==> src/rtl/bcm_pkg.sv <==
`timescale 1ns/1ps
package bcm_pkg;

  typedef enum logic {
    BCM_PASSIVE = 1'b0,
    BCM_ACTIVE  = 1'b1
  } bcm_state_e;

  typedef struct packed {
    logic exc;
    logic vio;
    logic warn;
  } bcm_flags_t;

endpackage

==> src/rtl/bcm_sync.sv <==
`timescale 1ns/1ps
module bcm_sync #(
  parameter int STAGES = 2
) (
  input  logic clk,
  input  logic rst_n,
  input  logic d_i,
  output logic q_o
);

  logic [STAGES-1:0] sh_q;
  logic [STAGES-1:0] sh_d;

  generate
    if (STAGES == 1) begin : g_one
      always_comb sh_d = d_i;
    end else begin : g_many
      always_comb sh_d = {sh_q[STAGES-2:0], d_i};
    end
  endgenerate

  // idle bus level is high, so reset to ones
  always_ff @(posedge clk or negedge rst_n) begin
    if (!rst_n) sh_q <= '1;
    else        sh_q <= sh_d;
  end

  assign q_o = sh_q[STAGES-1];

endmodule

==> src/rtl/bcm_bit_timer.sv <==
`timescale 1ns/1ps
module bcm_bit_timer
  import bcm_pkg::*;
#(
  parameter int BIT_TICKS = 32
) (
  input  logic clk,
  input  logic rst_n,
  input  logic tick_en,
  input  logic run_req,
  output logic active_o,
  output logic drive_low_o
);

  localparam int CNTW = $clog2(BIT_TICKS);
  localparam logic [CNTW-1:0] LAST_T = CNTW'(BIT_TICKS - 1);
  localparam logic [CNTW-1:0] LOW_T  = CNTW'(BIT_TICKS / 4);

  bcm_state_e      state_q, state_d;
  logic [CNTW-1:0] cnt_q, cnt_d;
  logic            drv_q, drv_d;

  always_comb begin
    state_d = state_q;
    cnt_d   = cnt_q;
    if (tick_en) begin
      unique case (state_q)
        BCM_PASSIVE: begin
          cnt_d = '0;
          if (run_req) state_d = BCM_ACTIVE;
        end
        BCM_ACTIVE: begin
          if (cnt_q == LAST_T) begin
            cnt_d = '0;
            if (!run_req) state_d = BCM_PASSIVE;
          end else begin
            cnt_d = cnt_q + CNTW'(1);
          end
        end
        default: state_d = BCM_PASSIVE;
      endcase
    end
    // registered drive avoids decode glitches on the line
    drv_d = (state_d == BCM_ACTIVE) && (cnt_d < LOW_T);
  end

  always_ff @(posedge clk or negedge rst_n) begin
    if (!rst_n) begin
      state_q <= BCM_PASSIVE;
      cnt_q   <= '0;
      drv_q   <= 1'b0;
    end else begin
      state_q <= state_d;
      cnt_q   <= cnt_d;
      drv_q   <= drv_d;
    end
  end

  assign active_o    = (state_q == BCM_ACTIVE);
  assign drive_low_o = drv_q;

endmodule

==> src/rtl/bcm_edge_monitor.sv <==
`timescale 1ns/1ps
module bcm_edge_monitor
  import bcm_pkg::*;
#(
  parameter int BIT_TICKS = 32
) (
  input  logic       clk,
  input  logic       rst_n,
  input  logic       tick_en,
  input  logic       line_s,
  input  logic       clr_flags,
  output bcm_flags_t flags_o
);

  localparam int LOW_TICKS = BIT_TICKS / 4;
  localparam int CW        = $clog2(2 * BIT_TICKS + 1);
  localparam logic [CW-1:0] WARN_T = CW'(LOW_TICKS + BIT_TICKS / 8);
  localparam logic [CW-1:0] VIO_T  = CW'(LOW_TICKS + BIT_TICKS / 2);
  localparam logic [CW-1:0] EXC_T  = CW'(2 * BIT_TICKS);

  logic [CW-1:0] run_q, run_d;
  bcm_flags_t    flg_q, flg_d, set;
  logic          run_ends;

  always_comb begin
    run_d    = run_q;
    run_ends = 1'b0;
    if (tick_en) begin
      if (!line_s) begin
        run_d = (run_q == EXC_T) ? run_q : run_q + CW'(1);
      end else begin
        run_d    = '0;
        run_ends = (run_q != '0);
      end
    end
    set.warn = tick_en && !line_s && (run_d >= WARN_T);
    set.exc  = tick_en && !line_s && (run_d >= EXC_T);
    set.vio  = run_ends && (run_q >= VIO_T) && (run_q < EXC_T);
    // a new event beats a simultaneous clear
    flg_d = clr_flags ? set : (flg_q | set);
  end

  always_ff @(posedge clk or negedge rst_n) begin
    if (!rst_n) begin
      run_q <= '0;
      flg_q <= '0;
    end else begin
      run_q <= run_d;
      flg_q <= flg_d;
    end
  end

  assign flags_o = flg_q;

endmodule

==> src/rtl/bus_clk_master.sv <==
`timescale 1ns/1ps
module bus_clk_master
  import bcm_pkg::*;
#(
  parameter int BIT_TICKS   = 32,
  parameter int SYNC_STAGES = 2
) (
  input  logic clk,
  input  logic rst_n,
  input  logic tick_en,
  input  logic run_req,
  input  logic clr_flags,
  input  logic line_i,
  output logic drive_low_o,
  output logic active_o,
  output logic late_warn_o,
  output logic violation_o,
  output logic slv_exc_o
);

  logic       line_s;
  bcm_flags_t flags;

  bcm_sync #(.STAGES(SYNC_STAGES)) u_sync (
    .clk   (clk),
    .rst_n (rst_n),
    .d_i   (line_i),
    .q_o   (line_s)
  );

  bcm_bit_timer #(.BIT_TICKS(BIT_TICKS)) u_timer (
    .clk         (clk),
    .rst_n       (rst_n),
    .tick_en     (tick_en),
    .run_req     (run_req),
    .active_o    (active_o),
    .drive_low_o (drive_low_o)
  );

  bcm_edge_monitor #(.BIT_TICKS(BIT_TICKS)) u_mon (
    .clk       (clk),
    .rst_n     (rst_n),
    .tick_en   (tick_en),
    .line_s    (line_s),
    .clr_flags (clr_flags),
    .flags_o   (flags)
  );

  assign late_warn_o = flags.warn;
  assign violation_o = flags.vio;
  assign slv_exc_o   = flags.exc;

endmodule

==> config.mk <==
export PLATFORM = sky130hd
export DESIGN_NAME = bus_clk_master
export DESIGN_NICKNAME = d
export VERILOG_FILES = /design/src/rtl/bcm_pkg.sv /design/src/rtl/bcm_sync.sv /design/src/rtl/bcm_bit_timer.sv /design/src/rtl/bcm_edge_monitor.sv /design/src/rtl/bus_clk_master.sv
export SDC_FILE = /design/constraint.sdc
export NUM_CORES = 1
export LEC_CHECK = 0
export BUFFER_PORTS_ARGS = -buffer_cell sky130_fd_sc_hd__buf_2
export CORE_MARGIN = 3
export CORE_UTILIZATION = 55
export CTS_CLUSTER_DIAMETER = 150
export DETAILED_ROUTE_END_ITERATION = 16
export GPL_TIMING_DRIVEN = 0
export PLACE_DENSITY = 0.79
export SYNTH_ARGS = -nofsm -noshare
export SYNTH_HDL_FRONTEND = slang
export SYNTH_SLANG_ARGS = --single-unit
==> constraint.sdc <==
create_clock -name clk -period 2 [get_ports clk]
set_clock_uncertainty 0.1 [all_clocks]
set_input_delay 0.1 -clock clk [delete_from_list [all_inputs] [get_ports clk]]
set_output_delay 0.1 -clock clk [all_outputs]
set_load 0.02 [all_outputs]
# Yosys cells after proc, flatten, opt, wreduce, memory -nomap -nowiden
# Cells that the tools add are included.
[classes]
addsub = 2
mul = 0
div = 0
n_lt_le_gt_ge = 5
eq_ne = 2
n_shift = 0
mux = 13
n_bitwise = 2
reduce_logical = 8
[op_table]
columns = ["cell", "n"]
rows = [
  ["7-bit 2-to-1 mux", 3],
  ["5-bit 2-to-1 mux", 2],
  ["5-bit case mux with 2 select lines", 1],
  ["7-bit by 1-bit adder with 7-bit output (second input constant)", 1],
  ["7-bit == test (second input constant)", 1],
  ["7-bit by 4-bit greater-or-equal comparator with 1-bit output (second input constant)", 1],
  ["7-bit by 5-bit greater-or-equal comparator with 1-bit output (second input constant)", 1],
  ["7-bit greater-or-equal comparator (second input constant)", 1],
  ["7-bit < comparator (second input constant)", 1],
  ["7-bit nonzero test", 1],
  ["1-bit logical AND", 6],
  ["5-bit by 1-bit adder with 5-bit output (second input constant)", 1],
  ["5-bit == test (second input constant)", 1],
  ["5-bit by 4-bit < comparator with 1-bit output (second input constant)", 1],
  ["1-bit 2-to-1 mux", 5],
  ["3-bit 2-to-1 mux", 1],
  ["3-bit OR", 1],
  ["1-bit case mux with 2 select lines", 1],
  ["1-bit logical NOT", 1],
  ["1-bit inverter", 1],
]
[word_totals]
ff_bits = 19
latchBits = 0
ramBits = 0
rom_bits = 0
inputBits = 6
output_inout_bits = 5
word_cells = 40
memories = 0

# Longest topological paths before layout
[depth]
depth_word = 8
depth_mapped = 7
mapped_depth_nobuf = 7

# Cells and area by module
# Synthesis repeated with hierarchy kept, for this count alone.
[unflattened]
cells_unflattened = 101
hier_area_um2 = 1053.5
[modules_own_cells]
columns = ["mod", "n_inst", "cells_each", "area_per_inst_um2", "seq_area_each_um2"]
rows = [
  ["bcm_edge_monitor", 1, 68, 638.1, 250.2],
  ["bcm_bit_timer", 1, 31, 362.8, 175.2],
  ["bcm_sync", 1, 2, 52.6, 52.6],
]

# Worst setup path before layout
# No wires, ideal clock.
[synth_path]
path_kind = "flip-flop to flip-flop"
start = "reg u_timer.cnt_q[0]"
end = "reg u_timer.drv_q, in the netlist u_timer.drive_low_o"
setup_ps = 127
t_arrival_ps = 1494
required_ps = 1773
slack_ps = 279
stages_incl_launch_ff = 8
path_buffers = 0
period_less_slack_ps = 1721
cell_sequence = "dfrtp_1 > ha_1 > and3_1 > ha_1 > nand2b_1 > o21ai_0 > a22o_1 > nor3b_1"
[synth_between]
elab_chain_cells = 6
word_cells_on_any_way = 10
classes_between = "add/sub (1); order compare (1); eq/ne (1); mux (6); reduce/logical (1)"
[synth_lines]
columns = ["item", "line", "rtl"]
rows = [
  ["from (decl)", "bcm_bit_timer.sv:20", "logic [CNTW-1:0] cnt_q, cnt_d;"],
  ["from (signal assigned)", "bcm_bit_timer.sv:54", "cnt_q <= cnt_d;"],
  ["5-bit by 1-bit adder with 5-bit output or 5-bit == test (tied branches)", "bcm_bit_timer.sv:37, bcm_bit_timer.sv:33", ""],
  ["5-bit 2-to-1 mux *", "bcm_bit_timer.sv:33", "if (cnt_q == LAST_T) begin"],
  ["5-bit case mux with 2 select lines *", "bcm_bit_timer.sv:27", "unique case (state_q)"],
  ["5-bit 2-to-1 mux *", "bcm_bit_timer.sv:26", "if (tick_en) begin"],
  ["named net u_timer.cnt_d[3]", "bcm_bit_timer.sv:20", ""],
  ["5-bit by 4-bit < comparator with 1-bit output *", "bcm_bit_timer.sv:44", "drv_d = (state_d == BCM_ACTIVE) && (cnt_d < LOW_T);"],
  ["1-bit logical AND *", "bcm_bit_timer.sv:44", ""],
  ["named net u_timer.drv_d", "bcm_bit_timer.sv:21", "logic drv_q, drv_d;"],
  ["to (signal assigned)", "bcm_bit_timer.sv:55", "drv_q <= drv_d;"],
  ["to (decl)", "bcm_bit_timer.sv:21", ""],
]
# Mark *: on every way through the listed nets, which the timed path passes. The rest lies on a longest branch.

==> load_flow_metrics.sql <==
INSERT INTO impl_metrics (metric_group, metric, value, unit) VALUES
('power_and_ir_drop', 'vdd.ir_drop.worst', '0.630', 'mV'),
('global_route', 'grt.busiest_layer', 'met2', ''),
('synth', 'ys_dominant_reg_cell', 'sky130_fd_sc_hd__dfrtp_1', ''),
('worst_setup_path', 'kind_of_start_point_of_the_critical_path', 'flip-flop', ''),
('sta', 'max_clock_freq', '0.529', 'GHz'),
('placement', 'gp_routability_congestion', '0.932', ''),
('sta', 'worst_slew_margin_rel', '72.3', '%'),
('global_route', 'grt_max_degree', '20', ''),
('synth', 'yosys.area.top_type_share', '43.3', '%'),
('placement', 'detailed_place_hpwl', '1410', 'microns'),
('global_route', 'first_global_vias', '783', ''),
('detailed_routing', 'ant_nets', '0', ''),
('synth', 'post_synth.cell_area_avg', '9.72', 'sq um'),
('detailed_routing', 'per_cell_via_count_in_the_routed_design', '5.79', ''),
('sta', 'worst_pin_slew', '0.416', 'ns'),
('placement', 'port_buffers', '10', ''),
('floorplan', 'chip_width', '48.3', 'microns'),
('synth', 'proportion_of_synthesized_chip_area_in_sequential_cells', '48.7', '%'),
('detailed_routing', 'detailed_router_iteration_count_before_antenna_repair', '4', ''),
('global_route', 'grtUsageMet3', '4.06', '%'),
('clocking', 'cts_inserted_buffers', '3', ''),
('sta', 'total_neg_setup_slack', '0', 'ns'),
('sta', 'hold_viol', '0', ''),
('synth', 'synth_commonest_cells', 'sky130_fd_sc_hd__dfrtp_1 (17), sky130_fd_sc_hd__inv_1 (11), sky130_fd_sc_hd__nand2_1 (7), sky130_fd_sc_hd__o21ai_0 (7), sky130_fd_sc_hd__nor2_1 (5)', ''),
('detailed_routing', 'routedWlPerCell', '14.6', 'microns'),
('worst_setup_path', 'r2r-start', 'u_mon.run_q[1]$_DFF_PN0_', ''),
('placement', 'dp.cells', '135', ''),
('layout', 'antennaDiodeCount', '0', ''),
('sta', 'finalSetupViolCount', '0', ''),
('global_route', 'antenna_found_initial', '0', ''),
('worst_setup_path', 'critical_path.startpoint', 'u_mon.run_q[1]$_DFF_PN0_', ''),
('synth', 'yosys.cell_types.count', '37', ''),
('worst_setup_path', 'worstSetupPathType', 'flip-flop to flip-flop', ''),
('clocking', 'cts.path.max_buffers', '2', ''),
('worst_setup_path', 'end_kind', 'flip-flop', ''),
('clocking', 'cts.clk_slew.worst_paths', '0.11', 'ns'),
('synth', 'synth_async_sr_flop_share', '100', '%'),
('worst_setup_path', 'cp_data_required_time', '2.07', 'ns'),
('sta', 'final-max-slew-violation-count', '0', ''),
('global_route', 'grt_use_met2', '32.0', '%'),
('outcome', 'run_status', 'finished, final reports clean', ''),
('detailed_routing', 'finalWirelength', '2090', 'microns'),
('synth', 'synth_seq_cells', '19', ''),
('sta', 'finalCriticalPeriod', '1.89', 'ns'),
('synth', 'synth_cells', '101', ''),
('sta', 'timing.final.crit_share', '94.5', '%'),
('layout', 'num-nets-final', '130', ''),
('synth', 'synth_most_common_cell', 'sky130_fd_sc_hd__dfrtp_1', ''),
('sta', 'setup_repair_after_global_routing_missed_its_margin', 'no', ''),
('global_route', 'grt_overflow_total', '0', ''),
('synth', 'ys_top_cells_by_area', 'sky130_fd_sc_hd__dfrtp_1 (43%), sky130_fd_sc_hd__dfstp_2 (5.4%), sky130_fd_sc_hd__ha_1 (5.1%)', ''),
('worst_setup_path', 'r2r-end', 'u_mon.flags_o[0]$_DFF_PN0_', ''),
('worst_setup_path', 'rrSetupSlack', '0.11', 'ns'),
('min_path', 'holdCritPathClass', 'input port to flip-flop', ''),
('floorplan', 'fp.dieH', '48.3', 'microns'),
('synth', 'synthesis.area', '982', 'sq um'),
('floorplan', 'core_area', '1590', 'sq um'),
('clocking', 'post_cts_buffers', '0', ''),
('global_route', 'groute.usage.overall', '21.2', '%'),
('clocking', 'htree_num_levels', '1', ''),
('clocking', 'tritoncts_clock_tree', 'built', ''),
('synth', 'synth.net_count', '111', ''),
('floorplan', 'die-area', '2330', 'sq um'),
('detailed_routing', 'detailroute.via_count', '828', ''),
('clocking', 'clk_root_buffer_cell', 'sky130_fd_sc_hd__clkbuf_4', ''),
('job', 'max-cap-violations', '0', ''),
('clocking', 'numClockSinks', '19', ''),
('floorplan', 'rows', '14', ''),
('worst_setup_path', 'wp_data_arrival', '1.96', 'ns'),
('detailed_routing', 'post-route-drc-count', '0', ''),
('worst_setup_path', 'timing.critical_path.to', 'u_mon.flags_o[0]$_DFF_PN0_', '');
worst max-delay path, cell delays in order (launching register included):
cell and delay [ns]:
sky130_fd_sc_hd__dfrtp_1 0.45, sky130_fd_sc_hd__ha_2 0.29, sky130_fd_sc_hd__and3_1 0.18, sky130_fd_sc_hd__and3_1 0.24, sky130_fd_sc_hd__a31oi_1 0.11, sky130_fd_sc_hd__a211oi_1 0.25
sky130_fd_sc_hd__a32oi_1 0.14
how the worst min path moves through the flow:
| stage | startpoint | cells past startpoint | end | slack [ns] |
|---|---|---|---|---|
| after CTS | tick_en | 3 | u_mon.flags_o[1]$_DFF_PN0_ | 0.06 |
| after global routing | tick_en | 3 | u_mon.flags_o[1]$_DFF_PN0_ | 0.08 |
| after detailed placement | rst_n | 1 | u_timer.active_o$_DFF_PN0_ | -0.04 |
| after floorplan | rst_n | 0 | u_mon.flags_o[0]$_DFF_PN0_ | -0.30 |
| after global placement | rst_n | 1 | u_timer.active_o$_DFF_PN0_ | -0.05 |
| final | tick_en | 3 | u_mon.flags_o[1]$_DFF_PN0_ | 0.08 |
state kept, by name (all words and copies together), names as in the netlist:
register,count
u_mon.flags_o,3
u_mon.run_q,7
u_timer.drive_low_o,1
u_timer.cnt_q,5
u_sync.sh_q,2
u_timer.active_o,1
metal layers:
layer  part of all wire (%)  vias to the layer above
met1                     44                      390
met2                     48                       30
met5                      0                        -
li1                       -                      402
met3                    4.7                        6
met4                    2.8                        0
what timing repair did:
item / 4_1_cts / 5_1_grt
hold buffers: 4 / 0
gates resized for setup: 0 / 4
hold endpoints to repair: 23 / 0
endpoints found under the setup margin: 0 / 2
per-stage QoR:
stage	hold WS (ns)	utilization, %	power (mW)	area [sq um]	setup WS (ns)
after floorplan	-0.296	-	0.658	982	0.279
after global placement	-0.0468	66.6	0.709	1060	0.134
after detailed placement	-0.0414	66.6	0.729	1060	0.110
after CTS	0.0613	71.0	0.934	1130	0.0772
after global routing	0.0764	71.4	1.01	1140	0.000702
final	0.0772	71.4	0.935	1140	0.111
cells by family after synthesis:
| group | after synthesis | synth area share, % |
|---|---|---|
| AOI/OAI and AO/OA | 29 | 20.6 |
| buffers and inverters | 15 | 6.50 |
| DFF | 19 | 48.7 |
| xor gates and xnor gates | 1 | 0.892 |
| muxes | 2 | 2.17 |
| adders and majority gates | 4 | 5.10 |
| and+or+nand+nor | 31 | 16.1 |
area by class of cell:
type | instances | area [sq um] | area share (%)
plain buffers | 3 | 18.8 | 1.65
clock buffers | 3 | 22.5 | 1.98
clock inverters | 1 | 7.51 | 0.659
inverters | 12 | 45.0 | 3.96
multi-input cells | 67 | 445 | 39.1
flip-flops and latches | 19 | 479 | 42.1
well taps | 24 | 30.0 | 2.64
repair buffers | 14 | 90.1 | 7.91
report_power, final:
group          leakage, nW  internal (mW)  switching (mW)
clock               0.0139         0.0763           0.125
sequential           0.239          0.454          0.0567
combinational        0.270          0.104           0.118
total                0.523          0.635           0.300
layout by cell type (no fill, tap or decap), types with 4 or more instances in the layout:
master,Yosys,layout
sky130_fd_sc_hd__buf_2,0,10
sky130_fd_sc_hd__nor2_1,5,5
sky130_fd_sc_hd__inv_1,11,11
sky130_fd_sc_hd__dlygate4sd3_1,0,4
sky130_fd_sc_hd__dfrtp_1,17,16
sky130_fd_sc_hd__nand3_1,4,4
sky130_fd_sc_hd__and3_1,4,4
sky130_fd_sc_hd__nand2_1,7,7
sky130_fd_sc_hd__o21ai_0,7,6
No activity file was read; power rests on OpenSTA's default activity.
